$ cat src/rtl/pcl_pkg.sv
package pcl_pkg;
  localparam int unsigned BYTE_W = 8;

  typedef enum logic [1:0] {
    PC_HOLD = 2'd0,
    PC_STEP = 2'd1,
    PC_LOAD = 2'd2
  } pc_op_e;

  function automatic int unsigned top_width(input int unsigned pc_w);
    return pc_w - 2 * BYTE_W;
  endfunction
endpackage

$ cat src/rtl/pcl_op_decode.sv
module pcl_op_decode
  import pcl_pkg::*;
(
  input  logic   step_i,
  input  logic   lo_wr_i,
  output pc_op_e op_o
);
  // A low-byte write outranks sequential stepping.
  always_comb begin
    if (lo_wr_i)     op_o = PC_LOAD;
    else if (step_i) op_o = PC_STEP;
    else             op_o = PC_HOLD;
  end
endmodule

$ cat src/rtl/pcl_latch_bank.sv
module pcl_latch_bank
  import pcl_pkg::*;
#(
  parameter int unsigned PC_W = 21,
  localparam int unsigned TOP_W = PC_W - 2 * BYTE_W
) (
  input  logic              clk,
  input  logic              rst,
  input  logic              refresh_i,
  input  logic [PC_W-1:0]   pc_i,
  input  logic              mid_wr_i,
  input  logic              top_wr_i,
  input  logic [BYTE_W-1:0] wdata_i,
  output logic [BYTE_W-1:0] mid_o,
  output logic [TOP_W-1:0]  top_o
);
  logic [BYTE_W-1:0] mid_q;
  logic [TOP_W-1:0]  top_q;

  // Refresh from the live counter has priority over direct software writes.
  always_ff @(posedge clk) begin
    if (rst) begin
      mid_q <= '0;
      top_q <= '0;
    end else if (refresh_i) begin
      mid_q <= pc_i[2*BYTE_W-1:BYTE_W];
      top_q <= pc_i[PC_W-1:2*BYTE_W];
    end else begin
      if (mid_wr_i) mid_q <= wdata_i;
      if (top_wr_i) top_q <= wdata_i[TOP_W-1:0];
    end
  end

  assign mid_o = mid_q;
  assign top_o = top_q;
endmodule

$ cat src/rtl/pcl_counter.sv
module pcl_counter
  import pcl_pkg::*;
#(
  parameter int unsigned PC_W = 21,
  parameter int unsigned STEP = 2,
  localparam int unsigned TOP_W = PC_W - 2 * BYTE_W
) (
  input  logic              clk,
  input  logic              rst,
  input  pc_op_e            op_i,
  input  logic [BYTE_W-1:0] lo_data_i,
  input  logic [BYTE_W-1:0] mid_i,
  input  logic [TOP_W-1:0]  top_i,
  output logic [PC_W-1:0]   pc_o
);
  localparam logic [PC_W-1:0] STEP_V = PC_W'(STEP);

  logic [PC_W-1:0] pc_q;
  logic [PC_W-1:0] pc_d;
  logic [PC_W-1:0] jump_target;

  // Offsets are byte counts on two-byte instructions, so bit 0 is forced low.
  assign jump_target = {top_i, mid_i, lo_data_i[BYTE_W-1:1], 1'b0};

  always_comb begin
    case (op_i)
      PC_LOAD: pc_d = jump_target;
      PC_STEP: pc_d = pc_q + STEP_V;
      default: pc_d = pc_q;
    endcase
  end

  always_ff @(posedge clk) begin
    if (rst) pc_q <= '0;
    else     pc_q <= pc_d;
  end

  assign pc_o = pc_q;
endmodule

$ cat src/rtl/pcl_rd_port.sv
module pcl_rd_port
  import pcl_pkg::*;
(
  input  logic              clk,
  input  logic              rst,
  input  logic              rd_i,
  input  logic [BYTE_W-1:0] lo_i,
  output logic [BYTE_W-1:0] rdata_o
);
  logic [BYTE_W-1:0] rdata_q;

  always_ff @(posedge clk) begin
    if (rst)       rdata_q <= '0;
    else if (rd_i) rdata_q <= lo_i;
  end

  assign rdata_o = rdata_q;
endmodule

$ cat src/rtl/pc_latched_upper.sv
module pc_latched_upper
  import pcl_pkg::*;
#(
  parameter int unsigned PC_W = 21,
  parameter int unsigned STEP = 2,
  localparam int unsigned TOP_W = PC_W - 2 * BYTE_W
) (
  input  logic              clk,
  input  logic              rst,
  input  logic              step_i,
  input  logic              lo_rd_i,
  input  logic              lo_wr_i,
  input  logic [BYTE_W-1:0] lo_wdata_i,
  input  logic              mid_latch_wr_i,
  input  logic              top_latch_wr_i,
  input  logic [BYTE_W-1:0] latch_wdata_i,
  output logic [PC_W-1:0]   pc_o,
  output logic [BYTE_W-1:0] lo_rdata_o
);
  pc_op_e            op;
  logic [BYTE_W-1:0] mid_latch;
  logic [TOP_W-1:0]  top_latch;
  logic [PC_W-1:0]   pc_q;

  pcl_op_decode u_dec (
    .step_i  (step_i),
    .lo_wr_i (lo_wr_i),
    .op_o    (op)
  );

  pcl_latch_bank #(.PC_W(PC_W)) u_latch (
    .clk       (clk),
    .rst       (rst),
    .refresh_i (lo_rd_i),
    .pc_i      (pc_q),
    .mid_wr_i  (mid_latch_wr_i),
    .top_wr_i  (top_latch_wr_i),
    .wdata_i   (latch_wdata_i),
    .mid_o     (mid_latch),
    .top_o     (top_latch)
  );

  pcl_counter #(.PC_W(PC_W), .STEP(STEP)) u_cnt (
    .clk       (clk),
    .rst       (rst),
    .op_i      (op),
    .lo_data_i (lo_wdata_i),
    .mid_i     (mid_latch),
    .top_i     (top_latch),
    .pc_o      (pc_q)
  );

  pcl_rd_port u_rd (
    .clk     (clk),
    .rst     (rst),
    .rd_i    (lo_rd_i),
    .lo_i    (pc_q[BYTE_W-1:0]),
    .rdata_o (lo_rdata_o)
  );

  assign pc_o = pc_q;
endmodule

$ cat config.mk
export PLATFORM = sky130hd
export DESIGN_NAME = pc_latched_upper
export DESIGN_NICKNAME = d
export VERILOG_FILES = /design/src/rtl/pcl_pkg.sv /design/src/rtl/pcl_op_decode.sv /design/src/rtl/pcl_latch_bank.sv /design/src/rtl/pcl_counter.sv /design/src/rtl/pcl_rd_port.sv /design/src/rtl/pc_latched_upper.sv
export SDC_FILE = /design/constraint.sdc
export NUM_CORES = 1
export LEC_CHECK = 0
export BUFFER_PORTS_ARGS = -buffer_cell sky130_fd_sc_hd__buf_2
export CORE_AREA = 3 3 69 71
export CTS_BUF_LIST = sky130_fd_sc_hd__clkbuf_2 sky130_fd_sc_hd__clkbuf_4 sky130_fd_sc_hd__clkbuf_8
export CTS_CLUSTER_SIZE = 8
export DETAILED_ROUTE_END_ITERATION = 8
export DIE_AREA = 0 0 72 74
export PLACE_DENSITY = 0.82
export SLEW_MARGIN = 20
export SYNTH_ARGS = -nofsm -noshare
export SYNTH_HDL_FRONTEND = slang
export SYNTH_SLANG_ARGS = --single-unit
$ cat constraint.sdc
create_clock -name clk -period 2.52 [get_ports clk]
set_clock_uncertainty 0.2 [all_clocks]
set_input_delay 0.252 -clock clk [delete_from_list [all_inputs] [get_ports clk]]
set_output_delay 0.252 -clock clk [all_outputs]
set_load 0.05 [all_outputs]
==> report_table.html, run 1 <==
<table>
<tr><th>Metric</th><th>Value</th></tr>
<tr><th colspan="2">Clocking</th></tr>
<tr><td>TritonCTS clock tree</td><td>done</td></tr>
<tr><td>Number of buffers between clock root and the deepest sink</td><td>2</td></tr>
<tr><td>H-tree levels</td><td>2</td></tr>
<tr><td>Number of buffers added by the clock tree synthesis step</td><td>5</td></tr>
<tr><td>Reg clk slew, reported paths</td><td>70 ps</td></tr>
<tr><td>Clock sink count</td><td>40</td></tr>
<tr><td>Clock root buffer master</td><td>clkbuf_8</td></tr>
<tr><td>Hold-fix buffer count after cts</td><td>4</td></tr>
<tr><td>Post-CTS sizing</td><td>0</td></tr>
<tr><td>Buffer count from post-CTS setup fixing</td><td>0</td></tr>
<tr><td>Later-pin clock latency in the skew report</td><td>300 ps</td></tr>
<tr><th colspan="2">Global route</th></tr>
<tr><td>First-pass GRT wire length</td><td>8135 um</td></tr>
<tr><td>Largest net degree at the start of global routing</td><td>41</td></tr>
<tr><td>Total congestion overflow after global routing</td><td>0</td></tr>
<tr><td>Antenna violations before repair</td><td>0</td></tr>
<tr><td>Number of global-route vias before repair</td><td>1760</td></tr>
<tr><td>Aggregate global-route resource usage</td><td>19.26%</td></tr>
<tr><th colspan="2">Placement</th></tr>
<tr><td>Final weighted congestion in routability-driven placement</td><td>0.7710</td></tr>
<tr><td>Number of buffer cells added on primary ports</td><td>48</td></tr>
<tr><td>Detailed Place HPWL</td><td>3318 um</td></tr>
<tr><td>Post-Place Cells</td><td>327</td></tr>
<tr><th colspan="2">Cells and area</th></tr>
<tr><td>Post-Route Utilization</td><td>56.38%</td></tr>
<tr><td>Share of post-route cells with drive strength above 1</td><td>22.65%</td></tr>
<tr><td>Layout Nets</td><td>310</td></tr>
<tr><td>Layout area overhead</td><td>18.57%</td></tr>
<tr><td>Number of cells in the finished layout apart from fillers</td><td>339</td></tr>
<tr><td>Diode count</td><td>0</td></tr>
<tr><th colspan="2">Yosys</th></tr>
<tr><td>Yosys Warn Count</td><td>0</td></tr>
<tr><td>Count of unique library cells instantiated by Yosys</td><td>41</td></tr>
<tr><td>Number of enable flip-flop cells after synthesis</td><td>0</td></tr>
<tr><td>Post-synthesis register bit count</td><td>40</td></tr>
<tr><td>Area of the mapped netlist</td><td>2042 sq um</td></tr>
<tr><td>Top cells by area in the synthesized netlist</td><td>dfxtp_1 (39%), mux2i_1 (11%), nor2_1 (6.8%), a21oi_1 (5.4%), xor2_1 (3.0%)</td></tr>
<tr><td>Sequential cell area fraction in the yosys report</td><td>39.22%</td></tr>
<tr><td>Area share of the largest cell type after synthesis</td><td>39.22%</td></tr>
<tr><td>Cell taking the most area after synthesis</td><td>dfxtp_1</td></tr>
<tr><td>Async S/R FF share, synth</td><td>0%</td></tr>
<tr><td>Avg Inst Size Synth</td><td>8.473 sq um</td></tr>
<tr><td>Top_reg_cell synth</td><td>dfxtp_1</td></tr>
<tr><td>Gate count after technology mapping</td><td>241</td></tr>
<tr><th colspan="2">Run</th></tr>
<tr><td>Reported max-cap violation count</td><td>0</td></tr>
<tr><th colspan="2">Drt</th></tr>
<tr><td>Average detailed-routed wire length per instance</td><td>14.25 um</td></tr>
<tr><td>Initial DRC count</td><td>73</td></tr>
<tr><td>Total iterations of the first detailed-routing run</td><td>4</td></tr>
<tr><td>WL final</td><td>4831 um</td></tr>
<tr><td>Count of nets left with antenna violations after detail routing</td><td>0</td></tr>
<tr><td>DRC violation count after routing</td><td>0</td></tr>
<tr><td>Via-per-instance ratio</td><td>5.493</td></tr>
<tr><td>Via Count</td><td>1862</td></tr>
<tr><th colspan="2">Die</th></tr>
<tr><td>Chip width</td><td>72 um</td></tr>
<tr><td>Core footprint</td><td>4294 sq um</td></tr>
<tr><td>Boundary pin count</td><td>52</td></tr>
<tr><td>Overall die area</td><td>5328 sq um</td></tr>
<tr><td>Chip height</td><td>74 um</td></tr>
<tr><td>Standard-cell row count</td><td>24</td></tr>
<tr><td>Initial core utilization</td><td>47.55%</td></tr>
<tr><th colspan="2">Setup path</th></tr>
<tr><td>CP Data Required Time</td><td>2510 ps</td></tr>
<tr><td>Critical setup path kind</td><td>register to register</td></tr>
<tr><td>CP startpoint kind</td><td>register</td></tr>
<tr><td>CP endpoint kind</td><td>register</td></tr>
<tr><td>Arrival @ worst endpoint</td><td>2090 ps</td></tr>
<tr><td>Maximum fanout count along the critical path</td><td>8</td></tr>
<tr><td>Slack of the worst reg-to-reg path</td><td>410 ps</td></tr>
<tr><th colspan="2">STA</th></tr>
<tr><td>Final number of setup-violating endpoints</td><td>0</td></tr>
<tr><td>Worst slew margin relative to its limit</td><td>52.49%</td></tr>
<tr><td>Clock period minus worst slack</td><td>2108 ps</td></tr>
<tr><td>Share of the clock period used by the worst path</td><td>83.65%</td></tr>
<tr><td>Maximum achievable frequency</td><td>474.4 MHz</td></tr>
<tr><td>Hold violation count in the final report</td><td>0</td></tr>
<tr><td>Unrepaired setup endpoints after global routing</td><td>false</td></tr>
<tr><td>Final total negative setup slack</td><td>0 ps</td></tr>
<tr><td>Actual transition at the worst max-transition pin</td><td>712.7 ps</td></tr>
<tr><td>Final max-slew violation count</td><td>0</td></tr>
<tr><th colspan="2">Run status</th></tr>
<tr><td>Run status</td><td>finished clean</td></tr>
<tr><th colspan="2">Pwr</th></tr>
<tr><td>Maximum vdd drop</td><td>288.9 uV</td></tr>
<tr><td>Leakage power</td><td>1.095 nW</td></tr>
<tr><td>Power per unit of standard cell area</td><td>594.0 nW/um^2</td></tr>
<tr><th colspan="2">Worst hold path</th></tr>
<tr><td>Worst hold path class</td><td>primary input to register</td></tr>
</table>
## final timing paths
kind / end / depth (start not counted) / from
hold reg to reg: u_cnt.pc_o[19] / 2 / u_latch.top_o[3]
hold / removal: u_cnt.pc_o[3] / 3 / lo_wdata_i[3]
setup reg to reg: u_cnt.pc_o[17] / 4 / u_cnt.pc_o[6]
setup / recovery: u_cnt.pc_o[17] / 4 / u_cnt.pc_o[6]
## cells by family (layout without fill, tap and decap cells)
kind of cell / Yosys count / after routing / share of synthesized area [%]
simple gates: 87 / 87 / 22.24
compound gates: 46 / 46 / 14.52
flops: 40 / 40 / 39.22
buf+inv: 31 / 76 / 6.801
mux: 23 / 23 / 11.27
xor+xnor: 12 / 12 / 5.147
fa+ha+maj: 1 / 1 / 0.6126
other cells: 1 / 2 / 0.1836
## flip-flops by register name, indices dropped and copies added (netlist names)
signal and flops:
u_cnt.pc_o 20, u_latch.mid_o 8, u_latch.top_o 5, u_rd.rdata_o 7
## worst max-delay path: stages (launching register included)
cell	delay, ps
dfxtp_1	490
nand4_4	220
or4_4	560
o31a_1	250
o311a_1	280
## cells in the final DEF, fill, tap and decap left out, types with 2 or more instances in the layout
cell,n
mux2i_1,23
nor2b_1,3
nand2b_1,3
clkbuf_4,2
xor2_1,7
a21oi_1,22
xnor2_1,5
clkbuf_8,6
o21ai_0,2
dlygate4sd3_1,4
dfxtp_1,40
o21a_1,8
nand2_1,5
a211oi_1,4
nor3_1,9
a21boi_0,2
buf_4,3
o311a_1,3
nor4_1,6
conb_1,2
nand4_1,5
nor2_1,37
nand3_1,7
buf_2,48
inv_1,13
## power by group
| part | leakage (nW) | total (mW) | switching, mW | internal (mW) |
|---|---|---|---|---|
| clock network | 0.0523 | 0.463 | 0.218 | 0.245 |
| registers | 0.329 | 0.704 | 0.0368 | 0.667 |
| logic | 0.714 | 0.271 | 0.182 | 0.0888 |
| total | 1.10 | 1.44 | 0.437 | 1.00 |
## through the flow
stage	setup WS (ps)	hold slack (ps)	total power, mW	instance area (sq um)
floorplan	165.0	194.7	0.9208	2046
global placement	484.4	268.9	0.9787	2283
detailed placement	452.3	276.9	0.9843	2283
CTS	432.9	1.515	1.449	2421
global route	278.1	23.75	1.498	2421
finish	412.0	0.3633	1.438	2421
## Yosys cell counts, types with 2 or more instances
master / count
dfxtp_1: 40
nor2_1: 37
mux2i_1: 23
a21oi_1: 22
inv_1: 13
clkbuf_1: 11
nor3_1: 9
o21a_1: 8
nand3_1: 7
xor2_1: 7
buf_4: 6
nor4_1: 6
nand2_1: 5
nand4_1: 5
xnor2_1: 5
a211oi_1: 4
nand2b_1: 3
nor2b_1: 3
o311a_1: 3
a21boi_0: 2
o21ai_0: 2
## metal layers
layer | GRT usage [%] | vias up | wire length, um
met5 | 0 | - | 0
met4 | 9.395 | 0 | 67
met3 | 3.919 | 8 | 277
met2 | 31.43 | 53 | 2206
met1 | 24.46 | 874 | 2279
li1 | - | 927 | -
## area by class of cell
| type | count | area, sq um |
|---|---|---|
| multi-input cells | 171 | 1106 |
| fillers | 413 | 1873 |
| flip-flops and latches | 40 | 800.8 |
| inverters | 13 | 48.80 |
| repair buffers | 55 | 302.8 |
| well taps | 52 | 65.06 |
| clock buffers | 8 | 97.59 |
No activity file was read; power rests on OpenSTA's default activity.
==> run 2: changes to the inputs <==
clock period = 2.15 ns   (was 2.52 ns; I/O delays follow)
==> run 2 against run 1 <==
Net effect: count of clock-buffer cells in the layout shrank 3; fmax rose by 6.3%; final cell count up 0.88%; register-to-register slack worse by 250 ps; design area grew 1.3%; hold slack improved by 46 ps; combinational power increased by 19%; critical path depth stayed put; first-iteration DRC count up 33%; die area did not move; wire length fell by 1.6%; largest power group unchanged; highest routed layer unchanged.
==> report_table.html, run 2 (same netlist as run 1, synthesis figures left out) <==
<table>
<tr><th>Metric</th><th>Value</th></tr>
<tr><th colspan="2">Pwr</th></tr>
<tr><td>Final total power</td><td>1.601 mW (was 1.438 mW)</td></tr>
<tr><td>Power per unit of standard cell area</td><td>652.3 nW/um^2 (was 594.0 nW/um^2)</td></tr>
<tr><td>Maximum vdd drop</td><td>494.6 uV (was 288.9 uV)</td></tr>
<tr><td>Leakage power</td><td>1.110 nW (was 1.095 nW)</td></tr>
<tr><th colspan="2">Cells and area</th></tr>
<tr><td>Layout area overhead</td><td>20.16% (was 18.57%)</td></tr>
<tr><td>Number of flip-flops under the largest register name</td><td>20 (unchanged)</td></tr>
<tr><td>Commonest non-fill, non-tap cell in the layout</td><td>buf_2 (unchanged)</td></tr>
<tr><td>Layout Nets</td><td>316 (was 310)</td></tr>
<tr><td>Share of post-route cells with drive strength above 1</td><td>25.86% (was 22.65%)</td></tr>
<tr><td>Number of cells in the finished layout apart from fillers</td><td>342 (was 339)</td></tr>
<tr><td>Diode count</td><td>0 (unchanged)</td></tr>
<tr><td>Top library cells by usage in the layout, fill and taps aside</td><td>buf_2 (48), nor2_1 (37), dfxtp_1 (31) (was buf_2 (48), dfxtp_1 (40), nor2_1 (37))</td></tr>
<tr><th colspan="2">Worst hold path</th></tr>
<tr><td>Worst hold path class</td><td>primary input to register (unchanged)</td></tr>
<tr><td>Hold Path Stages</td><td>4 (was 3)</td></tr>
<tr><th colspan="2">Drt</th></tr>
<tr><td>Via Count</td><td>1849 (was 1862)</td></tr>
<tr><td>Via-per-instance ratio</td><td>5.406 (was 5.493)</td></tr>
<tr><td>WL final</td><td>4753 um (was 4831 um)</td></tr>
<tr><td>Initial DRC count</td><td>97 (was 73)</td></tr>
<tr><td>Count of nets left with antenna violations after detail routing</td><td>0 (unchanged)</td></tr>
<tr><td>DRC violation count after routing</td><td>0 (unchanged)</td></tr>
<tr><td>Total iterations of the first detailed-routing run</td><td>4 (unchanged)</td></tr>
<tr><td>Average detailed-routed wire length per instance</td><td>13.90 um (was 14.25 um)</td></tr>
<tr><th colspan="2">Setup path</th></tr>
<tr><td>Launching instance or port of the critical path</td><td>u_cnt.pc_o[6] (unchanged)</td></tr>
<tr><td>Levels on crit path</td><td>4 (unchanged)</td></tr>
<tr><td>CP Data Required Time</td><td>2140 ps (was 2510 ps)</td></tr>
<tr><td>Kind of cell adding the most delay to the critical path</td><td>simple AND/OR/NAND/NOR gates (unchanged)</td></tr>
<tr><td>Maximum fanout count along the critical path</td><td>8 (unchanged)</td></tr>
<tr><td>Startpoint of the lowest-slack register-to-register path</td><td>u_cnt.pc_o[6] (unchanged)</td></tr>
<tr><td>CP endpoint kind</td><td>register (unchanged)</td></tr>
<tr><td>Critical path, cell by cell</td><td>nand4_4 -&gt; or4_4 -&gt; o31a_1 -&gt; o311a_1 (unchanged)</td></tr>
<tr><td>Maximum cell stage delay along the critical path</td><td>560 ps (about the same)</td></tr>
<tr><td>Worst setup path endpoint</td><td>u_cnt.pc_o[17] (unchanged)</td></tr>
<tr><td>Reg-to-reg critical path endpoint</td><td>u_cnt.pc_o[17] (unchanged)</td></tr>
<tr><td>Critical setup path kind</td><td>register to register (unchanged)</td></tr>
<tr><td>Arrival @ worst endpoint</td><td>1970 ps (was 2090 ps)</td></tr>
<tr><td>Cell with the largest stage delay on the worst path</td><td>or4_4 (unchanged)</td></tr>
<tr><td>Buffering stage count on the worst path with inverters included</td><td>0 (unchanged)</td></tr>
<tr><td>Depth of the most critical reg-to-reg path</td><td>4 (unchanged)</td></tr>
<tr><td>CP startpoint kind</td><td>register (unchanged)</td></tr>
<tr><td>Slack of the worst reg-to-reg path</td><td>170 ps (was 410 ps)</td></tr>
<tr><th colspan="2">Die</th></tr>
<tr><td>Overall die area</td><td>5328 sq um (unchanged)</td></tr>
<tr><td>Core footprint</td><td>4294 sq um (unchanged)</td></tr>
<tr><td>Chip width</td><td>72 um (unchanged)</td></tr>
<tr><td>Chip height</td><td>74 um (unchanged)</td></tr>
<tr><td>Boundary pin count</td><td>52 (unchanged)</td></tr>
<tr><td>Initial core utilization</td><td>47.55% (unchanged)</td></tr>
<tr><td>Standard-cell row count</td><td>24 (unchanged)</td></tr>
<tr><th colspan="2">Global route</th></tr>
<tr><td>Total congestion overflow after global routing</td><td>0 (unchanged)</td></tr>
<tr><td>Number of global-route vias before repair</td><td>1712 (was 1760)</td></tr>
<tr><td>First-pass GRT wire length</td><td>7886 um (was 8135 um)</td></tr>
<tr><td>Global Route met2 Usage</td><td>30.71% (was 31.43%)</td></tr>
<tr><td>Aggregate global-route resource usage</td><td>19.08% (was 19.26%)</td></tr>
<tr><td>Gr busiest metal</td><td>met2 (unchanged)</td></tr>
<tr><td>Antenna violations before repair</td><td>0 (unchanged)</td></tr>
<tr><td>Met1 track utilization from global routing</td><td>24.37% (was 24.46%)</td></tr>
<tr><td>Largest net degree at the start of global routing</td><td>41 (unchanged)</td></tr>
<tr><td>Met3 usage</td><td>5.946% (was 3.919%)</td></tr>
<tr><th colspan="2">Run status</th></tr>
<tr><td>Run status</td><td>finished clean (unchanged)</td></tr>
<tr><th colspan="2">STA</th></tr>
<tr><td>Actual transition at the worst max-transition pin</td><td>691.6 ps (was 712.7 ps)</td></tr>
<tr><td>Final max-slew violation count</td><td>0 (unchanged)</td></tr>
<tr><td>Hold violation count in the final report</td><td>0 (unchanged)</td></tr>
<tr><td>Final total negative setup slack</td><td>0 ps (unchanged)</td></tr>
<tr><td>Final worst setup slack</td><td>166.4 ps (was 412.0 ps)</td></tr>
<tr><td>Unrepaired setup endpoints after global routing</td><td>false (unchanged)</td></tr>
<tr><td>Final number of setup-violating endpoints</td><td>0 (unchanged)</td></tr>
<tr><td>Share of the clock period used by the worst path</td><td>92.26% (was 83.65%)</td></tr>
<tr><td>Worst slew margin relative to its limit</td><td>53.89% (was 52.49%)</td></tr>
<tr><td>Post-route worst hold slack</td><td>46.19 ps (was 0.3633 ps)</td></tr>
<tr><td>Clock period minus worst slack</td><td>1984 ps (was 2108 ps)</td></tr>
<tr><td>Maximum achievable frequency</td><td>504.1 MHz (was 474.4 MHz)</td></tr>
<tr><th colspan="2">Placement</th></tr>
<tr><td>Number of buffer cells added on primary ports</td><td>48 (unchanged)</td></tr>
<tr><td>Detailed Place HPWL</td><td>3323 um (was 3318 um)</td></tr>
<tr><td>Post-Place Cells</td><td>331 (was 327)</td></tr>
<tr><td>Final weighted congestion in routability-driven placement</td><td>0.7839 (was 0.7710)</td></tr>
<tr><td>Place WS</td><td>183.5 ps (was 452.3 ps)</td></tr>
<tr><th colspan="2">Clocking</th></tr>
<tr><td>Hold-fix buffer count after cts</td><td>6 (was 4)</td></tr>
<tr><td>Number of buffers between clock root and the deepest sink</td><td>2 (unchanged)</td></tr>
<tr><td>Number of buffers added by the clock tree synthesis step</td><td>5 (unchanged)</td></tr>
<tr><td>Clock root buffer master</td><td>clkbuf_8 (unchanged)</td></tr>
<tr><td>Post-CTS sizing</td><td>0 (unchanged)</td></tr>
<tr><td>Clock sink count</td><td>40 (unchanged)</td></tr>
<tr><td>Reg clk slew, reported paths</td><td>70 ps (about the same)</td></tr>
<tr><td>TritonCTS clock tree</td><td>done (unchanged)</td></tr>
<tr><td>H-tree levels</td><td>2 (unchanged)</td></tr>
<tr><td>Later-pin clock latency in the skew report</td><td>300 ps (about the same)</td></tr>
<tr><td>Buffer count from post-CTS setup fixing</td><td>0 (unchanged)</td></tr>
<tr><th colspan="2">Run</th></tr>
<tr><td>Reported max-cap violation count</td><td>0 (unchanged)</td></tr>
</table>
[run 2: changes by cell type in the layout (fill, tap and decap cells not counted), sizes merged]
| cell | change |
|---|---|
| clkbuf | -3 |
| dlygate4sd3 | +2 |
| buf | +4 |
[run 2: worst min-delay path, cell delays in order]
cell,delay [ps]
buf_2,90
inv_1,40
a21oi_1,60
o21a_1,90
[run 2: layer usage]
metal / vias to the layer above / wire length [um]
met2: 50 / 2236
met5: - / 0
met3: 6 / 298
met4: 0 / 66
li1: 934 / -
met1: 859 / 2151
[run 2: how the worst min path moves through the flow]
| stage | startpoint | to | slack [ps] |
|---|---|---|---|
| final | lo_wdata_i[7] | u_cnt.pc_o[7] | 50 |
| after global routing | lo_wdata_i[7] | u_cnt.pc_o[7] | 60 |
| after CTS | lo_wdata_i[7] | u_cnt.pc_o[7] | 40 |
| after detailed placement | lo_wdata_i[2] | u_cnt.pc_o[2] | 250 |
| after global placement | lo_wdata_i[2] | u_cnt.pc_o[2] | 240 |
| after floorplan | lo_wdata_i[6] | u_cnt.pc_o[6] | 150 |
[run 2: where the power goes]
group | total [mW] | internal [mW] | switching (mW)
Sequential | 0.828 | 0.785 | 0.0427
Clock | 0.451 | 0.209 | 0.242
Combinational | 0.322 | 0.109 | 0.214
[run 2: area by class of cell]
| cell class | instances | area [sq um] |
|---|---|---|
| Fill cell | 412 | 1841 |
| Multi-Input combinational cell | 171 | 1106 |
| Sequential cell | 40 | 812.0 |
| Timing Repair Buffer | 61 | 352.8 |
| Clock buffer | 5 | 68.82 |
| Tap cell | 52 | 65.06 |
| Inverter | 13 | 48.80 |
[run 2: per-stage QoR]
stage	util [%]	cell area, sq um
2_1_floorplan	-	2057
3_3_place_gp	54.14	2325
3_5_place_dp	54.14	2325
4_1_cts	57.14	2454
5_1_grt	57.14	2454
6_report	57.14	2454
